$ cat config.mk
export PLATFORM = sky130hd
export DESIGN_NAME = ilace_conv
export DESIGN_NICKNAME = d
export VERILOG_FILES = /design/src/rtl/ilace_pkg.sv /design/src/rtl/ilace_line_writer.sv /design/src/rtl/ilace_copy_engine.sv /design/src/rtl/ilace_frame_store.sv /design/src/rtl/ilace_conv.sv
export SDC_FILE = /design/constraint.sdc
export NUM_CORES = 1
export LEC_CHECK = 0
export CAP_MARGIN = 20
export CORE_MARGIN = 2
export CORE_UTILIZATION = 65
export CTS_CLUSTER_DIAMETER = 80
export DETAILED_ROUTE_END_ITERATION = 16
export DONT_BUFFER_PORTS = 1
export GPL_TIMING_DRIVEN = 0
export PLACE_DENSITY = 0.87
export SYNTH_ARGS = -nofsm -noshare
export SYNTH_HDL_FRONTEND = slang
export SYNTH_SLANG_ARGS = --single-unit
$ cat constraint.sdc
create_clock -name clk -period 7.19 [get_ports clk]
set_input_delay 0.719 -clock clk [delete_from_list [all_inputs] [get_ports clk]]
set_output_delay 0.719 -clock clk [all_outputs]
set_load 0.05 [all_outputs]
$ cat src/rtl/ilace_pkg.sv
package ilace_pkg;
    typedef enum logic {
        FIELD_EVEN = 1'b0,
        FIELD_ODD  = 1'b1
    } field_e;
endpackage

$ cat src/rtl/ilace_line_writer.sv
module ilace_line_writer #(
    parameter int COLS = 4,
    parameter int ROWS = 4,
    localparam int DEPTH = (ROWS / 2) * COLS,
    localparam int AW    = $clog2(DEPTH),
    localparam int RW    = $clog2(ROWS) + 1,
    localparam int CW    = $clog2(COLS) + 1
) (
    input  logic          clk,
    input  logic          rst,
    input  logic          in_valid,
    input  logic          in_sof,
    input  logic          in_sol,
    output logic          wr_even,
    output logic          wr_odd,
    output logic [AW-1:0] wr_addr,
    output logic          frame_done
);
    typedef struct packed {
        logic [RW-1:0] row;
        logic [CW-1:0] col;
        logic          armed;
    } lw_state_t;

    lw_state_t st_q, st_d;
    logic [RW-1:0] cur_row;
    logic [CW-1:0] cur_col;
    logic          in_range;

    always_comb begin
        st_d    = st_q;
        cur_row = st_q.row;
        cur_col = st_q.col;
        if (in_sof) begin
            cur_row = '0;
            cur_col = '0;
        end else if (in_sol) begin
            cur_row = (st_q.row == RW'(ROWS)) ? st_q.row : st_q.row + 1'b1;
            cur_col = '0;
        end else begin
            cur_col = (st_q.col == CW'(COLS)) ? st_q.col : st_q.col + 1'b1;
        end
        in_range   = (cur_row < RW'(ROWS)) && (cur_col < CW'(COLS));
        wr_even    = in_valid && (st_q.armed || in_sof) && in_range && !cur_row[0];
        wr_odd     = in_valid && (st_q.armed || in_sof) && in_range &&  cur_row[0];
        wr_addr    = AW'((cur_row >> 1) * COLS + cur_col);
        frame_done = (wr_even || wr_odd) && (cur_row == RW'(ROWS - 1))
                     && (cur_col == CW'(COLS - 1));
        if (in_valid) begin
            st_d.row = cur_row;
            st_d.col = cur_col;
            if (in_sof)     st_d.armed = 1'b1;
            if (frame_done) st_d.armed = 1'b0;
        end
    end

    always_ff @(posedge clk) begin
        if (rst) st_q <= '0;
        else     st_q <= st_d;
    end

    p_one_bank_r2: assert property (@(posedge clk) disable iff (rst)
        !(wr_even && wr_odd));
    p_done_odd_r2: assert property (@(posedge clk) disable iff (rst)
        frame_done |-> (((ROWS - 1) % 2 == 1) ? wr_odd : wr_even));
endmodule

$ cat src/rtl/ilace_copy_engine.sv
module ilace_copy_engine #(
    parameter int DEPTH = 8,
    localparam int AW = $clog2(DEPTH)
) (
    input  logic          clk,
    input  logic          rst,
    input  logic          start,
    output logic          active,
    output logic [AW-1:0] addr,
    output logic          last
);
    typedef struct packed {
        logic          active;
        logic [AW-1:0] cnt;
    } ce_state_t;

    ce_state_t st_q, st_d;

    always_comb begin
        st_d = st_q;
        last = st_q.active && (st_q.cnt == AW'(DEPTH - 1));
        if (st_q.active) begin
            st_d.cnt = st_q.cnt + 1'b1;
            if (last) begin
                st_d.active = 1'b0;
                st_d.cnt    = '0;
            end
        end else if (start) begin
            st_d.active = 1'b1;
            st_d.cnt    = '0;
        end
    end

    always_ff @(posedge clk) begin
        if (rst) st_q <= '0;
        else     st_q <= st_d;
    end

    assign active = st_q.active;
    assign addr   = st_q.cnt;

    p_full_len_r3: assert property (@(posedge clk) disable iff (rst)
        $fell(active) |-> ($past(addr) == AW'(DEPTH - 1)));
    p_start_zero_r3: assert property (@(posedge clk) disable iff (rst)
        $rose(active) |-> (addr == '0));
endmodule

$ cat src/rtl/ilace_frame_store.sv
module ilace_frame_store #(
    parameter int W     = 8,
    parameter int DEPTH = 8,
    localparam int AW = $clog2(DEPTH)
) (
    input  logic          clk,
    input  logic          we_even,
    input  logic          we_odd,
    input  logic [AW-1:0] waddr,
    input  logic [W-1:0]  wdata_even,
    input  logic [W-1:0]  wdata_odd,
    input  logic [AW-1:0] raddr,
    output logic [W-1:0]  rdata_even,
    output logic [W-1:0]  rdata_odd
);
    logic [W-1:0] bank_even [DEPTH];
    logic [W-1:0] bank_odd  [DEPTH];

    always_ff @(posedge clk) begin
        if (we_even) bank_even[waddr] <= wdata_even;
        if (we_odd)  bank_odd[waddr]  <= wdata_odd;
    end

    assign rdata_even = bank_even[raddr];
    assign rdata_odd  = bank_odd[raddr];
endmodule

$ cat src/rtl/ilace_conv.sv
module ilace_conv #(
    parameter int PIX_W = 8,
    parameter int COLS  = 4,
    parameter int ROWS  = 4
) (
    input  logic             clk,
    input  logic             rst,
    input  logic             in_valid,
    input  logic             in_sof,
    input  logic             in_sol,
    input  logic [PIX_W-1:0] in_pix,
    input  logic             out_vsync,
    input  logic             out_req,
    output logic [PIX_W-1:0] out_pix,
    output logic             out_field
);
    import ilace_pkg::*;

    localparam int DEPTH = (ROWS / 2) * COLS;
    localparam int AW    = $clog2(DEPTH);

    typedef struct packed {
        field_e           field;
        logic [AW-1:0]    rptr;
        logic [PIX_W-1:0] pix;
        logic             b_valid;
    } top_state_t;

    top_state_t st_q, st_d;

    logic          cap_we_even, cap_we_odd, cap_done;
    logic [AW-1:0] cap_waddr;
    logic          ab_start, ab_active, ab_last;
    logic [AW-1:0] ab_addr;
    logic          bc_start, bc_active, bc_last;
    logic [AW-1:0] bc_addr;
    logic [PIX_W-1:0] a_even, a_odd, b_even, b_odd, c_even, c_odd;
    logic [PIX_W-1:0] rd_pix;

    ilace_line_writer #(.COLS(COLS), .ROWS(ROWS)) u_writer (
        .clk(clk), .rst(rst), .in_valid(in_valid), .in_sof(in_sof),
        .in_sol(in_sol), .wr_even(cap_we_even), .wr_odd(cap_we_odd),
        .wr_addr(cap_waddr), .frame_done(cap_done)
    );

    ilace_frame_store #(.W(PIX_W), .DEPTH(DEPTH)) u_store_cap (
        .clk(clk), .we_even(cap_we_even), .we_odd(cap_we_odd),
        .waddr(cap_waddr), .wdata_even(in_pix), .wdata_odd(in_pix),
        .raddr(ab_addr), .rdata_even(a_even), .rdata_odd(a_odd)
    );

    ilace_frame_store #(.W(PIX_W), .DEPTH(DEPTH)) u_store_mid (
        .clk(clk), .we_even(ab_active), .we_odd(ab_active),
        .waddr(ab_addr), .wdata_even(a_even), .wdata_odd(a_odd),
        .raddr(bc_addr), .rdata_even(b_even), .rdata_odd(b_odd)
    );

    ilace_frame_store #(.W(PIX_W), .DEPTH(DEPTH)) u_store_disp (
        .clk(clk), .we_even(bc_active), .we_odd(bc_active),
        .waddr(bc_addr), .wdata_even(b_even), .wdata_odd(b_odd),
        .raddr(st_q.rptr), .rdata_even(c_even), .rdata_odd(c_odd)
    );

    ilace_copy_engine #(.DEPTH(DEPTH)) u_copy_ab (
        .clk(clk), .rst(rst), .start(ab_start),
        .active(ab_active), .addr(ab_addr), .last(ab_last)
    );

    ilace_copy_engine #(.DEPTH(DEPTH)) u_copy_bc (
        .clk(clk), .rst(rst), .start(bc_start),
        .active(bc_active), .addr(bc_addr), .last(bc_last)
    );

    always_comb begin
        st_d     = st_q;
        bc_start = out_vsync && (st_q.field == FIELD_ODD) && st_q.b_valid && !ab_active;
        ab_start = cap_done && !bc_active && !bc_start;
        if (bc_active && (bc_addr == st_q.rptr))
            rd_pix = (st_q.field == FIELD_EVEN) ? b_even : b_odd;
        else
            rd_pix = (st_q.field == FIELD_EVEN) ? c_even : c_odd;
        if (ab_last) st_d.b_valid = 1'b1;
        if (out_vsync) begin
            st_d.field = (st_q.field == FIELD_EVEN) ? FIELD_ODD : FIELD_EVEN;
            st_d.rptr  = '0;
        end else if (out_req) begin
            st_d.pix  = rd_pix;
            st_d.rptr = (st_q.rptr == AW'(DEPTH - 1)) ? '0 : st_q.rptr + 1'b1;
        end
    end

    always_ff @(posedge clk) begin
        if (rst) begin
            st_q         <= '0;
            st_q.field   <= FIELD_ODD;
        end else begin
            st_q <= st_d;
        end
    end

    assign out_pix   = st_q.pix;
    assign out_field = st_q.field;

    p_exclusive_r6: assert property (@(posedge clk) disable iff (rst)
        !(ab_active && bc_active));
    p_field_flip_r4: assert property (@(posedge clk) disable iff (rst)
        out_vsync |=> (out_field != $past(out_field)));
    p_field_hold_r4: assert property (@(posedge clk) disable iff (rst)
        !out_vsync |=> $stable(out_field));
    p_refresh_even_r4: assert property (@(posedge clk) disable iff (rst)
        $rose(bc_active) |-> (out_field == FIELD_EVEN));
    p_drop_busy_r3: assert property (@(posedge clk) disable iff (rst)
        (cap_done && bc_active) |=> !ab_active);
endmodule

== After elaboration in Yosys (flattened, before gate mapping) ==
Memories as Yosys holds them, arrays and structs flattened. A register that Yosys moved wholly into a read port is not among the register bits.
Index checks and enable logic that the tools add are counted.
Word-level totals
  memories: 6
  register bits: 28
  output and inout port bits: 9
  bits of input ports: 15
  RAM bits: 384
Memories
  u_store_cap.bank_even: depth 8, bits a word 8, rd ports 1, clocked after Yosys merged registers in 1, wr ports 1, line ilace_frame_store.sv:16  | logic [W-1:0] bank_even [DEPTH];
  u_store_cap.bank_odd: depth 8, bits a word 8, rd ports 1, clocked after Yosys merged registers in 1, wr ports 1, line ilace_frame_store.sv:17  | logic [W-1:0] bank_odd [DEPTH];
  u_store_disp.bank_even: depth 8, bits a word 8, rd ports 1, clocked after Yosys merged registers in 1, wr ports 1, line ilace_frame_store.sv:16
  u_store_disp.bank_odd: depth 8, bits a word 8, rd ports 1, clocked after Yosys merged registers in 1, wr ports 1, line ilace_frame_store.sv:17
  u_store_mid.bank_even: depth 8, bits a word 8, rd ports 1, clocked after Yosys merged registers in 1, wr ports 1, line ilace_frame_store.sv:16
  u_store_mid.bank_odd: depth 8, bits a word 8, rd ports 1, clocked after Yosys merged registers in 1, wr ports 1, line ilace_frame_store.sv:17
Cells by class
  equality and inequality tests: 8
  $add $sub $neg: 6
  bitwise logic cells: 1
  order comparisons: 2
  reduce and logical (&&, ||, !) cells: 27
  multiplexer cells: 39
Operator list (number)
  $mux 3: 19
  $mux 4: 6
  $mux 8: 3
  $add 3x1->3 const B: 5
  $eq 3x3->1 const B: 5
  $logic_and 1x1->1: 15
  $mux 1: 11
  $eq 3x2->1 const B: 2
  $lt 3x3->1 const B: 2
  $reduce_bool 2->1: 3
  $logic_not 1->1: 4
  $reduce_and 2->1: 2
  $add 3x3->3: 1
  $eq 3x3->1: 1
  $logic_or 1x1->1: 2
  $reduce_or 2->1: 1
  $not 1->1: 1

== Depth between registers and ports, before layout ==
  word-level depth: 17
  gate-level depth with buffers: 8

== Modules after synthesis ==
A second synthesis with hierarchy kept.
Unflattened totals
  cells, all modules: 787
  area total of the unflattened synthesis: 16757.3 um^2
By module, submodules not included
  ilace_frame_store: cells each 208, area each 5016.1 um^2, times used 3
  ilace_conv: cells each 64, area each 773.2 um^2, times used 1
  ilace_line_writer: cells each 63, area each 558.0 um^2, times used 1
  ilace_copy_engine: cells each 18, area each 188.9 um^2, times used 2

== Worst setup path after synthesis ==
No wires, ideal clock.
  kind: input to register
  start point: input in_sol
  end point: memory u_store_cap.bank_odd[4][0], enable pin
  path buffers: 2
  arrival: 2.430 ns
  cell stages on the path: 6
  path slack: 4.377 ns
  path through: buf_4 -> and4b_1 -> nor3_1 -> or4_4 -> buf_6 -> nor3_1
Between the ends
  longest elaborated chain between the ends: 8
RTL lines
  start: declaration: line ilace_conv.sv:10  | input logic in_sol,
  $mux 3: line ilace_line_writer.sv:37  | end else if (in_sol) begin
  $mux 3: line ilace_line_writer.sv:34  | if (in_sof) begin
  $lt 3x3->1: line ilace_line_writer.sv:43  | in_range = (cur_row < RW'(ROWS)) && (cur_col < CW'(COLS));
  $logic_and 1x1->1: line ilace_line_writer.sv:43
  $logic_and 1x1->1 (2 in series): line ilace_line_writer.sv:45  | wr_odd = in_valid && (st_q.armed || in_sof) && in_range && cur_row[0];
  $mux 1: line ilace_frame_store.sv:21  | if (we_odd) bank_odd[waddr] <= wdata_odd;
  $mux 1 (not written as such): line ilace_frame_store.sv:21
  end: declaration: line ilace_frame_store.sv:17
Several ways; a longest one is shown, not always the timed one.

== Worst setup path in the final report ==
  start point: register u_writer.st_q[4] in the netlist's numbering
  end point: memory u_store_cap.bank_even[4][0], enable pin
Between the ends
  longest elaborated chain between the ends: 10
RTL lines
  start: declaration: line ilace_line_writer.sv:25  | lw_state_t st_q, st_d;
  start signal: assignment: line ilace_line_writer.sv:59  | else st_q <= st_d;
  $add 3x1->3 / $eq 3x3->1 (equally long branches): line ilace_line_writer.sv:38  | cur_row = (st_q.row == RW'(ROWS)) ? st_q.row : st_q.row + 1'b1;
  $mux 3: line ilace_line_writer.sv:38
  $mux 3 (*): line ilace_line_writer.sv:37
  $mux 3 (*): line ilace_line_writer.sv:34
  $lt 3x3->1: line ilace_line_writer.sv:43
  $logic_and 1x1->1: line ilace_line_writer.sv:43
  $logic_and 1x1->1 (2 in series): line ilace_line_writer.sv:44  | wr_even = in_valid && (st_q.armed || in_sof) && in_range && !cur_row[0];
  $mux 1: line ilace_frame_store.sv:20  | if (we_even) bank_even[waddr] <= wdata_even;
  $mux 1 (not written as such): line ilace_frame_store.sv:20
  end: declaration: line ilace_frame_store.sv:16
Every way passes the cells marked *; elsewhere a longest branch is shown, timed or not.

==> impl_metrics.yaml <==
status:
  outcome: "finished clean"
sta:
  rsz0062_at_grt: "no"
  worst_slew_pin_slew_ns: 0.923
  setup-tns-final_ns: 0
  fin_crit_ns: 3.07
  hold_violations: 0
  skew_ns: 0.0275
  fin_crit_sh: 0.427
  setup_viol: 0
  slew_headroom: 0.382
  max_freq_mhz: 326
  final_max_slew_viol_count: 0
critical_path:
  crit_path_top_delay_cell: "nor3_1"
  critPathKind: "flip-flop to flip-flop"
  cp_max_fo: 10
  cpPeakStageDelay_ns: 0.76
  worstPathCellList: "inv_1 -> ha_1 -> and4b_1 -> nor3_1 -> or4_4 -> buf_6 -> nor3_1 -> buf_4"
  arrival_ns: 3.32
  path_delay_family: "simple AND/OR/NAND/NOR gates"
  crit_buf_inv: 3
  cp-start-kind: "flip-flop"
  required_ns: 7.44
  path_common_cell: "nor3_1"
  crit_path_end_kind: "flip-flop"
floorplan:
  io_pins: 24
  start_util: 0.658
  die_y_um: 163
  die_w_um: 163
  core_area_sq_um: 25000
  rows: 58
  dieArea_sq_um: 26600
placement:
  placed_cells: 1164
  gp_congestion: 0.806
  dp_hpwl_um: 22500
  port-buffer-count: 0
synthesis:
  synth_top_area_frac: 0.702
  synth_edf_count: 384
  syn_nets: 836
  synthTopCellsByArea: "edfxtp_1, mux4_2, dfxtp_1"
  ys_warn_count: 0
  ys_ff_latch: 421
  syn_inst: 811
  synth_most_common_cell: "edfxtp_1"
  yosysSeqAreaShare: 0.747
  yosysTopAreaCell: "edfxtp_1"
  synth_ff_type: "edfxtp_1"
  postSynth.asyncResetShare: 0
  ys_types: 47
  avgSynthCellArea_sq_um: 20.3
  netlist_area_sq_um: 16400
  synthTopCellsByCount: "edfxtp_1, mux4_2, nor2_1"
layout:
  n_antenna_cell: 0
  final_util: 0.744
  layout.cells.non_filler: 1234
  area_growth_pct: 13.1
  finalNetCount: 900
  drive_gt1_frac: 0.278
power_and_ir_drop:
  p_clk_frac: 0.448
  irDropWorstVdd_v: 0.000218
  power-per-cell-area_nw_per_um2: 271
  leakage_nw: 5.84
  p_comb_frac: 0.022
  switching_power_mw: 0.971
  p_seq_frac: 0.530
  p_int_mw: 4.07
  switching_share: 0.193
route:
  drc: 0
  drt-initial-drc-count: 1012
  vias: 8651
  avgViaCountPerCell: 7.01
  wire_per_inst_um: 31.1
  drt-total-wl_um: 38400
  ant_nets: 0
  first_pass_iters: 5
clock_network:
  cts_buffer_depth: 3
  clock_latency_ns: 0.54
  h-tree-depth: 2
  postCtsSetupRepairBufs: 0
  clock-root-buffer: "clkbuf_16"
  cts_tree: "yes"
  post_cts_resized: 0
  cts.sinks: 421
  clk_pin_slew_ns: 0.07
  cts_buffers: 39
  cts_hold_buffers: 0
grt:
  grt_pass1_vias: 9041
  grt.overflow.total: 0
  antenna_found_initial: 0
  grt_pass1_wl_um: 57000
  track_usage: 0.300
  grt_max_degree: 17
min_path:
  hp-class: "input port to flip-flop"
job:
  maxCapViolations: 0
-- registers in the layout, summed over array words and instances, names as in the netlist, named ones only --
register	cells
u_store_cap.bank_even	64
u_store_disp.bank_odd	64
out_field	1
u_copy_ab.active	1
u_copy_bc.addr	3
u_copy_ab.addr	3
u_store_mid.bank_even	64
u_store_disp.bank_even	64
out_pix	8
u_store_cap.bank_odd	64
st_q	4
u_writer.st_q	7
u_store_mid.bank_odd	64
u_copy_bc.active	1
-- layer usage --
| layer | wire, um | GRT usage |
|---|---|---|
| met5 | 0 | 0 |
| met4 | 1720 | 0.128 |
| met3 | 3450 | 0.0547 |
| met2 | 19900 | 0.515 |
| met1 | 13400 | 0.383 |
-- cells in the final DEF (no fill, tap or decap), drive strengths merged, types with 3 or more instances in the layout --
| cell type | count |
|---|---|
| o21bai | 3 |
| nand2 | 12 |
| buf | 52 |
| nand3b | 6 |
| mux2 | 26 |
| nand2b | 11 |
| ha | 10 |
| nor2 | 44 |
| clkbuf | 76 |
| clkinv | 4 |
| xnor2 | 6 |
| nor3 | 19 |
| a221oi | 14 |
| inv | 14 |
| a21oi | 19 |
| mux2i | 14 |
| and3b | 7 |
| bufinv | 8 |
| edfxtp | 384 |
| nor2b | 5 |
| o31ai | 8 |
| mux4 | 96 |
| dfxtp | 37 |
-- logic make-up (layout without fill, tap and decap cells) --
| group | count (synthesis) | in the layout | share of synthesized area |
|---|---|---|---|
| XOR/XNOR | 6 | 6 | 0.00320 |
| buffers and inverters | 63 | 156 | 0.0187 |
| flip-flops | 421 | 421 | 0.747 |
| AO/OA/AOI/OAI | 59 | 59 | 0.0281 |
| multiplexers | 136 | 136 | 0.158 |
| AND/OR/NAND/NOR | 116 | 116 | 0.0377 |
| adder cells (fa/ha/maj) | 10 | 10 | 0.00761 |
-- path summary, 6_finish.rpt --
check / from / to / slack (ns) / depth (start not counted)
hold reg to reg: u_writer.st_q[1] / u_writer.st_q[1] / 0.50 / 2
setup reg to reg: u_writer.st_q[4] / u_store_cap.bank_even[4][0] / 4.12 / 8
setup / recovery: u_writer.st_q[4] / u_store_cap.bank_even[4][0] / 4.12 / 8
hold / removal: in_pix[4] / u_store_cap.bank_odd[6][4] / 0.28 / 0
-- metrics by stage --
step	cell area [sq um]	hold slack [ns]	total power, mW	setup slack (ns)
after floorplan	16400	0.449	2.80	4.38
after global placement	16800	0.473	2.82	3.76
after detailed placement	17200	0.496	2.82	4.07
after CTS	18600	0.270	5.03	4.14
after global routing	18600	0.268	5.12	4.05
final	18600	0.276	5.04	4.12
-- worst register-to-register path: cells and delay by family, from the launching register on --
family	cells	cell delay [ns]
flops	1	0.39
fa+ha+maj	1	0.21
simple gates	4	1.62
buf+inv	3	0.57
-- power by group through the flow --
stage | Clock [mW] | Combinational [mW] | Sequential (mW)
2_1_floorplan | 0 | 0.0783 | 2.72
3_3_place_gp | 0 | 0.0963 | 2.72
3_5_place_dp | 0 | 0.101 | 2.72
4_1_cts | 2.26 | 0.107 | 2.67
5_1_grt | 2.34 | 0.113 | 2.67
6_report | 2.26 | 0.109 | 2.67
-- cell type report --
cell class / instances / area [sq um]
plain buffers: 50 / 258
clock inverters: 15 / 295
repair buffers: 23 / 282
inverters: 13 / 48.8
well taps: 330 / 413
flip-flops and latches: 421 / 12300
clock buffers: 55 / 1110
fillers: 1271 / 6380
multi-input cells: 327 / 3900
Note: power is estimated with default switching activity, not from simulation.
